`config.mk`:
```
export PLATFORM = sky130hd
export DESIGN_NAME = mc_outer_bank
export DESIGN_NICKNAME = d
export VERILOG_FILES = /design/src/rtl/mc_outer_bank_pkg.sv /design/src/rtl/mc_sup_regfile.sv /design/src/rtl/mc_inner_latch.sv /design/src/rtl/mc_bank_merge.sv /design/src/rtl/mc_outer_bank.sv
export SDC_FILE = /design/constraint.sdc
export NUM_CORES = 1
export LEC_CHECK = 0
export BUFFER_PORTS_ARGS = -buffer_cell sky130_fd_sc_hd__buf_4
export CAP_MARGIN = 40
export CELL_PAD_IN_SITES_DETAIL_PLACEMENT = 0
export CELL_PAD_IN_SITES_GLOBAL_PLACEMENT = 2
export CORE_MARGIN = 3
export CORE_UTILIZATION = 24
export DETAILED_ROUTE_END_ITERATION = 10
export GPL_TIMING_DRIVEN = 0
export PLACE_DENSITY_LB_ADDON = 0.1
export SLEW_MARGIN = 0
export SYNTH_ARGS = -nofsm -noshare
export SYNTH_HDL_FRONTEND = slang
export SYNTH_SLANG_ARGS = --single-unit
```
`constraint.sdc`:
```
create_clock -name clk -period 3.3 [get_ports clk]
set_input_delay 0.66 -clock clk [delete_from_list [all_inputs] [get_ports clk]]
set_output_delay 0.66 -clock clk [all_outputs]
set_load 0.02 [all_outputs]
```
`src/rtl/mc_outer_bank_pkg.sv`:
```
// Package: shared widths, decoded addresses and the supervisor register type.
// Assumes a 16-bit CPU address and an 8-bit data bus.
package mc_outer_bank_pkg;
    localparam int unsigned ADDR_W = 16;
    localparam int unsigned DATA_W = 8;
    localparam int unsigned OFS_W  = 14;
    localparam int unsigned BANK_W = OFS_W - 1;

    localparam logic [ADDR_W-1:0] A_CFG   = 16'h5700;
    localparam logic [ADDR_W-1:0] A_OUTER = 16'h5701;
    localparam logic [ADDR_W-1:0] A_EXT   = 16'h5702;
    localparam logic [ADDR_W-1:0] A_LOCK  = 16'h5601;
    localparam logic [ADDR_W-1:0] A_SER   = 16'h5301;

    localparam logic [DATA_W-1:0] CFG_RST   = 8'h0F;
    localparam logic [DATA_W-1:0] OUTER_RST = 8'hFF;

    typedef struct packed {
        logic [DATA_W-1:0] cfg;
        logic [DATA_W-1:0] outer;
        logic [DATA_W-1:0] ext;
        logic [DATA_W-1:0] lockreg;
    } sup_regs_t;
endpackage

```
`src/rtl/mc_sup_regfile.sv`:
```
// Supervisor register file: decodes writes in the supervisor window into four
// registers, keeps the lock register closed once its bit 7 is set, and drives
// the read data for the status address. Assumes one-cycle write strobes.
module mc_sup_regfile
    import mc_outer_bank_pkg::*;
(
    input  logic              clk,
    input  logic              rst_n,
    input  logic              wr_en,
    input  logic [ADDR_W-1:0] addr,
    input  logic [DATA_W-1:0] wdata,
    input  logic              ser_bit,
    output sup_regs_t         regs,
    output logic [DATA_W-1:0] rdata
);
    // Register update: reset values, decoded loads, write-once lock register.
    always_ff @(posedge clk) begin
        if (!rst_n) begin
            regs.cfg     <= CFG_RST;
            regs.outer   <= OUTER_RST;
            regs.ext     <= '0;
            regs.lockreg <= '0;
        end else if (wr_en) begin
            case (addr)
                A_CFG:   regs.cfg   <= wdata;
                A_OUTER: regs.outer <= wdata;
                A_EXT:   regs.ext   <= wdata;
                A_LOCK:  if (!regs.lockreg[DATA_W-1]) regs.lockreg <= wdata;
                default: ;
            endcase
        end
    end

    // Read mux: status bit on the serial address, all ones elsewhere.
    always_comb begin
        if (addr == A_SER) rdata = {ser_bit, {(DATA_W-1){1'b0}}};
        else               rdata = '1;
    end

    p_lock_hold_r6: assert property (@(posedge clk) disable iff (!rst_n)
        regs.lockreg[DATA_W-1] |=> $stable(regs.lockreg));

    p_cfg_hold_r12: assert property (@(posedge clk) disable iff (!rst_n)
        !(wr_en && addr == A_CFG) |=> $stable(regs.cfg));

    p_outer_load_r3: assert property (@(posedge clk) disable iff (!rst_n)
        (wr_en && addr == A_OUTER) |=> regs.outer == $past(wdata));

    p_ser_low_r11: assert property (@(posedge clk) disable iff (!rst_n)
        (addr == A_SER) |-> $countones(rdata[DATA_W-2:0]) == 0);
endmodule

```
`src/rtl/mc_inner_latch.sv`:
```
// Inner bank latch: captures the data bus on each write to the upper half of
// the address space. The caller supplies the decoded load strobe.
module mc_inner_latch
    import mc_outer_bank_pkg::*;
(
    input  logic              clk,
    input  logic              rst_n,
    input  logic              ld,
    input  logic [DATA_W-1:0] d,
    output logic [DATA_W-1:0] q
);
    // Latch register: clear on reset, load on strobe.
    always_ff @(posedge clk) begin
        if (!rst_n)  q <= '0;
        else if (ld) q <= d;
    end

    p_latch_load_r10: assert property (@(posedge clk) disable iff (!rst_n)
        ld |=> q == $past(d));

    p_latch_hold_r10: assert property (@(posedge clk) disable iff (!rst_n)
        !ld |=> $stable(q));
endmodule

```
`src/rtl/mc_bank_merge.sv`:
```
// Bank merge: assembles the outer offset from scattered register bits and
// combines it with the inner latch for the two 16 KiB windows. Purely
// combinational; clk and rst_n serve the assertions only.
module mc_bank_merge
    import mc_outer_bank_pkg::*;
(
    input  logic              clk,
    input  logic              rst_n,
    input  sup_regs_t         regs,
    input  logic [DATA_W-1:0] latch,
    output logic [OFS_W-1:0]  outer_ofs,
    output logic [BANK_W-1:0] bank_lo,
    output logic [BANK_W-1:0] bank_hi
);
    logic [BANK_W-1:0] mask;
    logic [BANK_W-1:0] ofs_bank;
    logic [BANK_W-1:0] latch_ext;
    logic              unused_bits;

    // Offset assembly: lock bit 4, outer byte, cfg bit 0, four zero bits.
    always_comb outer_ofs = {regs.lockreg[4], regs.outer, regs.cfg[0], 4'b0000};

    // Mask selection and window bank computation.
    always_comb begin
        mask      = regs.cfg[1] ? BANK_W'(7) : BANK_W'(15);
        ofs_bank  = outer_ofs[OFS_W-1:1];
        latch_ext = BANK_W'(latch);
        bank_lo   = (latch_ext & mask) | (ofs_bank & ~mask);
        bank_hi   = ofs_bank | mask;
    end

    assign unused_bits = ^{regs.cfg[7:2], regs.ext, regs.lockreg[7:5],
                           regs.lockreg[3:0], outer_ofs[0]};

    p_bank_agree_r8: assert property (@(posedge clk) disable iff (!rst_n)
        bank_lo[BANK_W-1:4] == bank_hi[BANK_W-1:4]);

    p_hi_tail_r9: assert property (@(posedge clk) disable iff (!rst_n)
        bank_hi[2:0] == 3'b111);

    p_ofs_zero_r5: assert property (@(posedge clk) disable iff (!rst_n)
        outer_ofs[3:0] == 4'b0000);
endmodule

```
`src/rtl/mc_outer_bank.sv`:
```
// Top: multicart supervisor registers with inner/outer bank merge for the
// 16 KiB switchable mode. Assumes single-cycle CPU write strobes and a
// synchronous active-low reset.
module mc_outer_bank
    import mc_outer_bank_pkg::*;
(
    input  logic              clk,
    input  logic              rst_n,
    input  logic [15:0]       cpu_addr,
    input  logic [7:0]        cpu_wdata,
    input  logic              cpu_we,
    input  logic              ser_bit,
    output logic [7:0]        cpu_rdata,
    output logic [13:0]       outer_ofs,
    output logic [12:0]       bank_lo,
    output logic [12:0]       bank_hi,
    output logic              mirror_horiz,
    output logic [3:0]        mode,
    output logic [7:0]        ext_cfg
);
    sup_regs_t         regs;
    logic [DATA_W-1:0] latch_q;
    logic              latch_ld;

    // Latch strobe: any write to the upper half of the address space.
    always_comb latch_ld = cpu_we && cpu_addr[ADDR_W-1];

    mc_sup_regfile u_regs (
        .clk(clk), .rst_n(rst_n), .wr_en(cpu_we), .addr(cpu_addr),
        .wdata(cpu_wdata), .ser_bit(ser_bit), .regs(regs), .rdata(cpu_rdata)
    );

    mc_inner_latch u_latch (
        .clk(clk), .rst_n(rst_n), .ld(latch_ld), .d(cpu_wdata), .q(latch_q)
    );

    mc_bank_merge u_merge (
        .clk(clk), .rst_n(rst_n), .regs(regs), .latch(latch_q),
        .outer_ofs(outer_ofs), .bank_lo(bank_lo), .bank_hi(bank_hi)
    );

    // Field outputs taken straight from the cfg and ext registers.
    always_comb begin
        mirror_horiz = regs.cfg[2];
        mode         = regs.cfg[7:4];
        ext_cfg      = regs.ext;
    end

    p_mode_track_r2: assert property (@(posedge clk) disable iff (!rst_n)
        (cpu_we && cpu_addr == A_CFG) |=> mode == $past(cpu_wdata[7:4]));
endmodule

```
==> After elaboration in Yosys (flattened, before gate mapping) <==
Index checks and enable logic that the tools add are counted.
{ "classes": {"n_eq_ne": 5, "n_mux": 3, "bitwise_logic": 6, "n_reduce_logical": 6} }
{ "op_table": {"columns": ["op", "n"], "rows": [
  ["== test 16 x 15 -> 1 bit (second input constant)", 5],
  ["OR 13 bit", 2],
  ["2-to-1 mux 8 bit", 2],
  ["AND 13 bit", 1],
  ["AND 8 x 13 -> 13 bit", 1],
  ["inverter 13 bit", 1],
  ["AND reduction 2 bit", 4],
  ["2-to-1 mux 4 bit", 1],
  ["AND reduction 3 bit", 1],
  ["logical AND 1 bit", 1],
  ["inverter 1 bit", 1]
]} }
{ "word_totals": {"reg_bits": 40, "inputBits": 28, "out_inout_bits": 61, "elab_cells": 26} }

==> Logic depth before layout (Yosys ltp) <==
{ "logic_depth": {"ltp_word": 4, "mapped_depth": 5, "mapped_depth_nobuf": 4} }

==> Modules after synthesis <==
A second synthesis with hierarchy kept.
{ "unflattened": {"cells_unflattened": 228, "area_unflattened_um2": 2074.5} }
{ "modules_own_cells": {"columns": ["module", "n_inst", "cells_per_inst", "area_per_inst_um2"], "rows": [
  ["mc_sup_regfile", 1, 160, 1452.6],
  ["mc_bank_merge", 1, 42, 314.1],
  ["mc_inner_latch", 1, 25, 301.5],
  ["mc_outer_bank", 1, 1, 6.3]
]} }

==> Worst setup path after synthesis <==
Ideal clock, no wire load.
{ "synth_path": {"path_type": "input to output", "start": "input cpu_addr[3]", "end": "output cpu_rdata[7]", "t_arrival_ps": 2318, "slack_ps": 322, "stages": 3, "path_buffers": 0, "cell_sequence": "or4_4 -> or4_1 -> or2_1"} }
{ "synth_between": {"elab_chain_cells": 2} }
{ "synth_lines": {"columns": ["element", "line_no", "text"], "rows": [
  ["from (decl)", "mc_outer_bank.sv:9", "input logic [15:0] cpu_addr,"],
  ["== test 16 x 15 -> 1 bit", "mc_sup_regfile.sv:36", "if (addr == A_SER) rdata = {ser_bit, {(DATA_W-1){1'b0}}};"],
  ["2-to-1 mux 8 bit", "mc_sup_regfile.sv:36", null],
  ["to (decl)", "mc_outer_bank.sv:13", "output logic [7:0] cpu_rdata,"]
]} }
No other way between the ends.

==> Worst setup path after layout <==
Ends and elaborated chain as after synthesis.

==> results by group <==
Place
  – Pre-CTS WS: around 180 ps
  – Input/output buffers: 81
  – GPL Wtd Cong: 0.691
  – Final HPWL DP: 3550 um
  – Inst Count DP: around 380

Floorplan
  – Die height: 90.4 um
  – Core area: 6870 um^2
  – Die width: 90.4 um
  – Ports: between 80 and 90
  – Row cnt: 30
  – Die Footprint: between 8000 and 9000 um^2
  – Initial core utilization: 24.9%

Synth
  – Top area cells in the synthesized netlist: dfxtp_1, buf_4, mux2i_1
  – Mapped Cells: roughly 190
  – Seq/Total Area, Yosys: 33.9%
  – Most frequent cell after synthesis: buf_4
  – Post-synth top cells: buf_4, dfxtp_1, nand2_1
  – Post-synth top area share: 33.9%
  – Main synth FF type: dfxtp_1
  – Async set-or-reset flop fraction in the synthesized netlist: 0%
  – EDFF count, synth: 0
  – Leading area contributor after synthesis: dfxtp_1
  – Mapped Area: 1710 um^2
  – Yosys cell types: 28
  – Syn Area/Cell: roughly 8.8 um^2
  – Synth Register Bits: 29
  – Yosys warnings: 0

Critical path
  – Worst r2r dst: u_regs.regs[18]
  – Crit path capture: cpu_rdata[7]
  – CP Max Fanout: 8
  – Required @ worst endpoint: about 2600 ps
  – Setup crit start: cpu_addr[3]
  – Register-to-register setup slack: 2540 ps
  – Crit Path Class: input port to primary output
  – Critical Path AT: 2440 ps
  – Reg2Reg Depth: 3
  – Startpoint class of the critical path: input port
  – Worst R2R Start: u_regs.regs[18]
  – Worst Setup End Kind: primary output

Timing
  – Post-layout min period: 3100 ps
  – Fin Hold WS: 457 ps
  – FMAX: approximately 0.32 GHz
  – Skew final: roughly 0.0044 ps
  – Setup Total Neg Slack: 0 ps
  – Post-route setup slack: 203 ps
  – Unrepaired setup endpoints after global routing: no
  – Final Hold Vio Count: 0
  – Final setup viols: 0
  – Max Slew Vio Count: 0
  – Fin crit share: 93.9%

Pwr
  – Internal power: 0.538 mW
  – Worst ir drop on vdd: ~0.16 mV
  – Clk pwr share: 39.6%
  – Pwr per Cell Area: approximately 280 nW/um^2
  – Design Power: 0.720 mW
  – Combinational share of power: 11.3%
  – Switching pwr: 0.182 mW
  – Leak pwr: 1.21 nW
  – Sw Share: between 20 and 30%
  – Seq pwr share: 49.1%

Global route
  – GRT busiest layer: met2
  – Tot GR Track Use: roughly a tenth
  – First-pass GRT wire length: 6970 um
  – M3 GR Usage: 3.00%
  – Largest net degree at the start of global routing: 11
  – Met2 usage: 16.9%
  – Total global routing overflow: 0
  – Met1 usage: 14.2%
  – Vias in the first global route: 1347
  – Initial antenna violation count: 0

Route
  – DR vias: 1426
  – First-pass DRT Iterations: 4
  – Avg Vias per Cell: 3.71
  – DRC viols: 0
  – WL/cell: 11.6 um
  – Post-route ant nets: 0
  – Initial DRC count: 24
  – Final WL: 4470 um

Layout
  – Non-filler instance count after layout: 384
  – Diodes inserted: 0
  – Nets: 315
  – Synth-to-Final Area Change: 48.5%
  – Share of post-route cells with drive strength above 1: 53.1%

Clocking
  – CTS Hold Buffers Added: 0
  – Post-CTS Setup Inserts: 0
  – Clk buf depth: 2
  – CTS tree: done
  – H-tree levels: 2
  – Num CTS Buffers: 5
  – PostCTS Resize Cnt: 0
  – Clock slew at reported path FFs: around 60 ps
  – Clock sink count: 29
  – Root Driver: clkbuf_8
  – Worst skew pair latency: 270 ps

Status
  – Outcome: finished, final reports clean

Worst hold path
  – HP Class: flop to flop

Flow run
  – Maxcap violations: 0
how the worst min path moves through the flow:
stage          cells after the start               to             from
2_1_floorplan                      2     u_latch.q[3]     u_latch.q[3]
3_3_place_gp                       2     u_latch.q[3]     u_latch.q[3]
3_5_place_dp                       2     u_latch.q[1]     u_latch.q[1]
4_1_cts                            2     u_latch.q[0]     u_latch.q[0]
5_1_grt                            2  u_regs.regs[28]  u_regs.regs[28]
6_report                           2     u_latch.q[3]     u_latch.q[3]
state kept, by name (all words and copies together), names as in the netlist:
name / flops
u_latch.q: 4
u_regs.regs: 25
placed cells by master, fill, tap and decap left out, drive strengths merged:
| master | netlist | final |
|---|---|---|
| conb | 2 | 7 |
| mux2i | 16 | 16 |
| nand3 | 4 | 4 |
| nor4 | 2 | 2 |
| a31oi | 1 | 1 |
| a21boi | 4 | 4 |
| buf | 58 | 139 |
| nand4b | 2 | 2 |
| clkbuf | 5 | 11 |
| or2 | 1 | 1 |
| a21oi | 11 | 11 |
| or4b | 2 | 2 |
| and2 | 1 | 1 |
| inv | 1 | 1 |
| nand4bb | 1 | 1 |
| nand2b | 4 | 4 |
| clkinv | 0 | 2 |
| nor2b | 8 | 8 |
| nand2 | 28 | 28 |
| nor2 | 1 | 1 |
| mux2 | 1 | 1 |
| o21ai | 5 | 5 |
| dfxtp | 29 | 29 |
| or4 | 2 | 2 |
| nor3b | 5 | 5 |
power by group through the flow:
| stage | clock network (mW) | registers, mW | logic (mW) |
|---|---|---|---|
| finish | 0.285 | 0.353 | 0.0815 |
| global route | 0.313 | 0.353 | 0.0888 |
| CTS | 0.298 | 0.353 | 0.0825 |
| detailed placement | 0 | 0.361 | 0.0823 |
| global placement | 0 | 0.361 | 0.0823 |
| floorplan | 0 | 0.361 | 0.0398 |
cell families (layout without fill, tap and decap cells):
kind of cell           count (synthesis)  in the layout  synth area share (%)
buffers and inverters                 64            153                  27.0
and+or+nand+nor                       61             61                  21.8
DFF                                   29             29                  33.9
AOI/OAI and AO/OA                     21             21                  6.80
muxes                                 17             17                  10.0
other                                  2              7                 0.439
critical path, cell delays in order:
cell,delay [ps]
buf_4,110
or4_4,570
or4_1,680
or2_1,260
buf_4,150
area by class of cell:
type                       count  area, um^2
inverter                       1        3.75
fill                         724        4330
multi-input combinational    106         687
sequential                    29         581
buffer                        63         458
timing repair buffer          81         608
clock inverter                 2        10.0
tap                           96         120
clock buffer                   6        72.6
routing by layer:
layer / vias to the layer above / wire, um
met5: - / 0
met4: 0 / 24
met3: 2 / 248
met2: 43 / 2020
met1: 618 / 2180
li1: 763 / -
stage by stage:
| stage | cell area (um^2) | utilization [%] |
|---|---|---|
| 4_1_cts | 2540 | 37.0 |
| 3_3_place_gp | 2460 | 35.8 |
| 2_1_floorplan | 1730 | - |
| 5_1_grt | 2540 | 37.0 |
| 6_report | 2540 | 37.0 |
| 3_5_place_dp | 2460 | 35.8 |
Note: power is estimated with default switching activity, not from simulation.
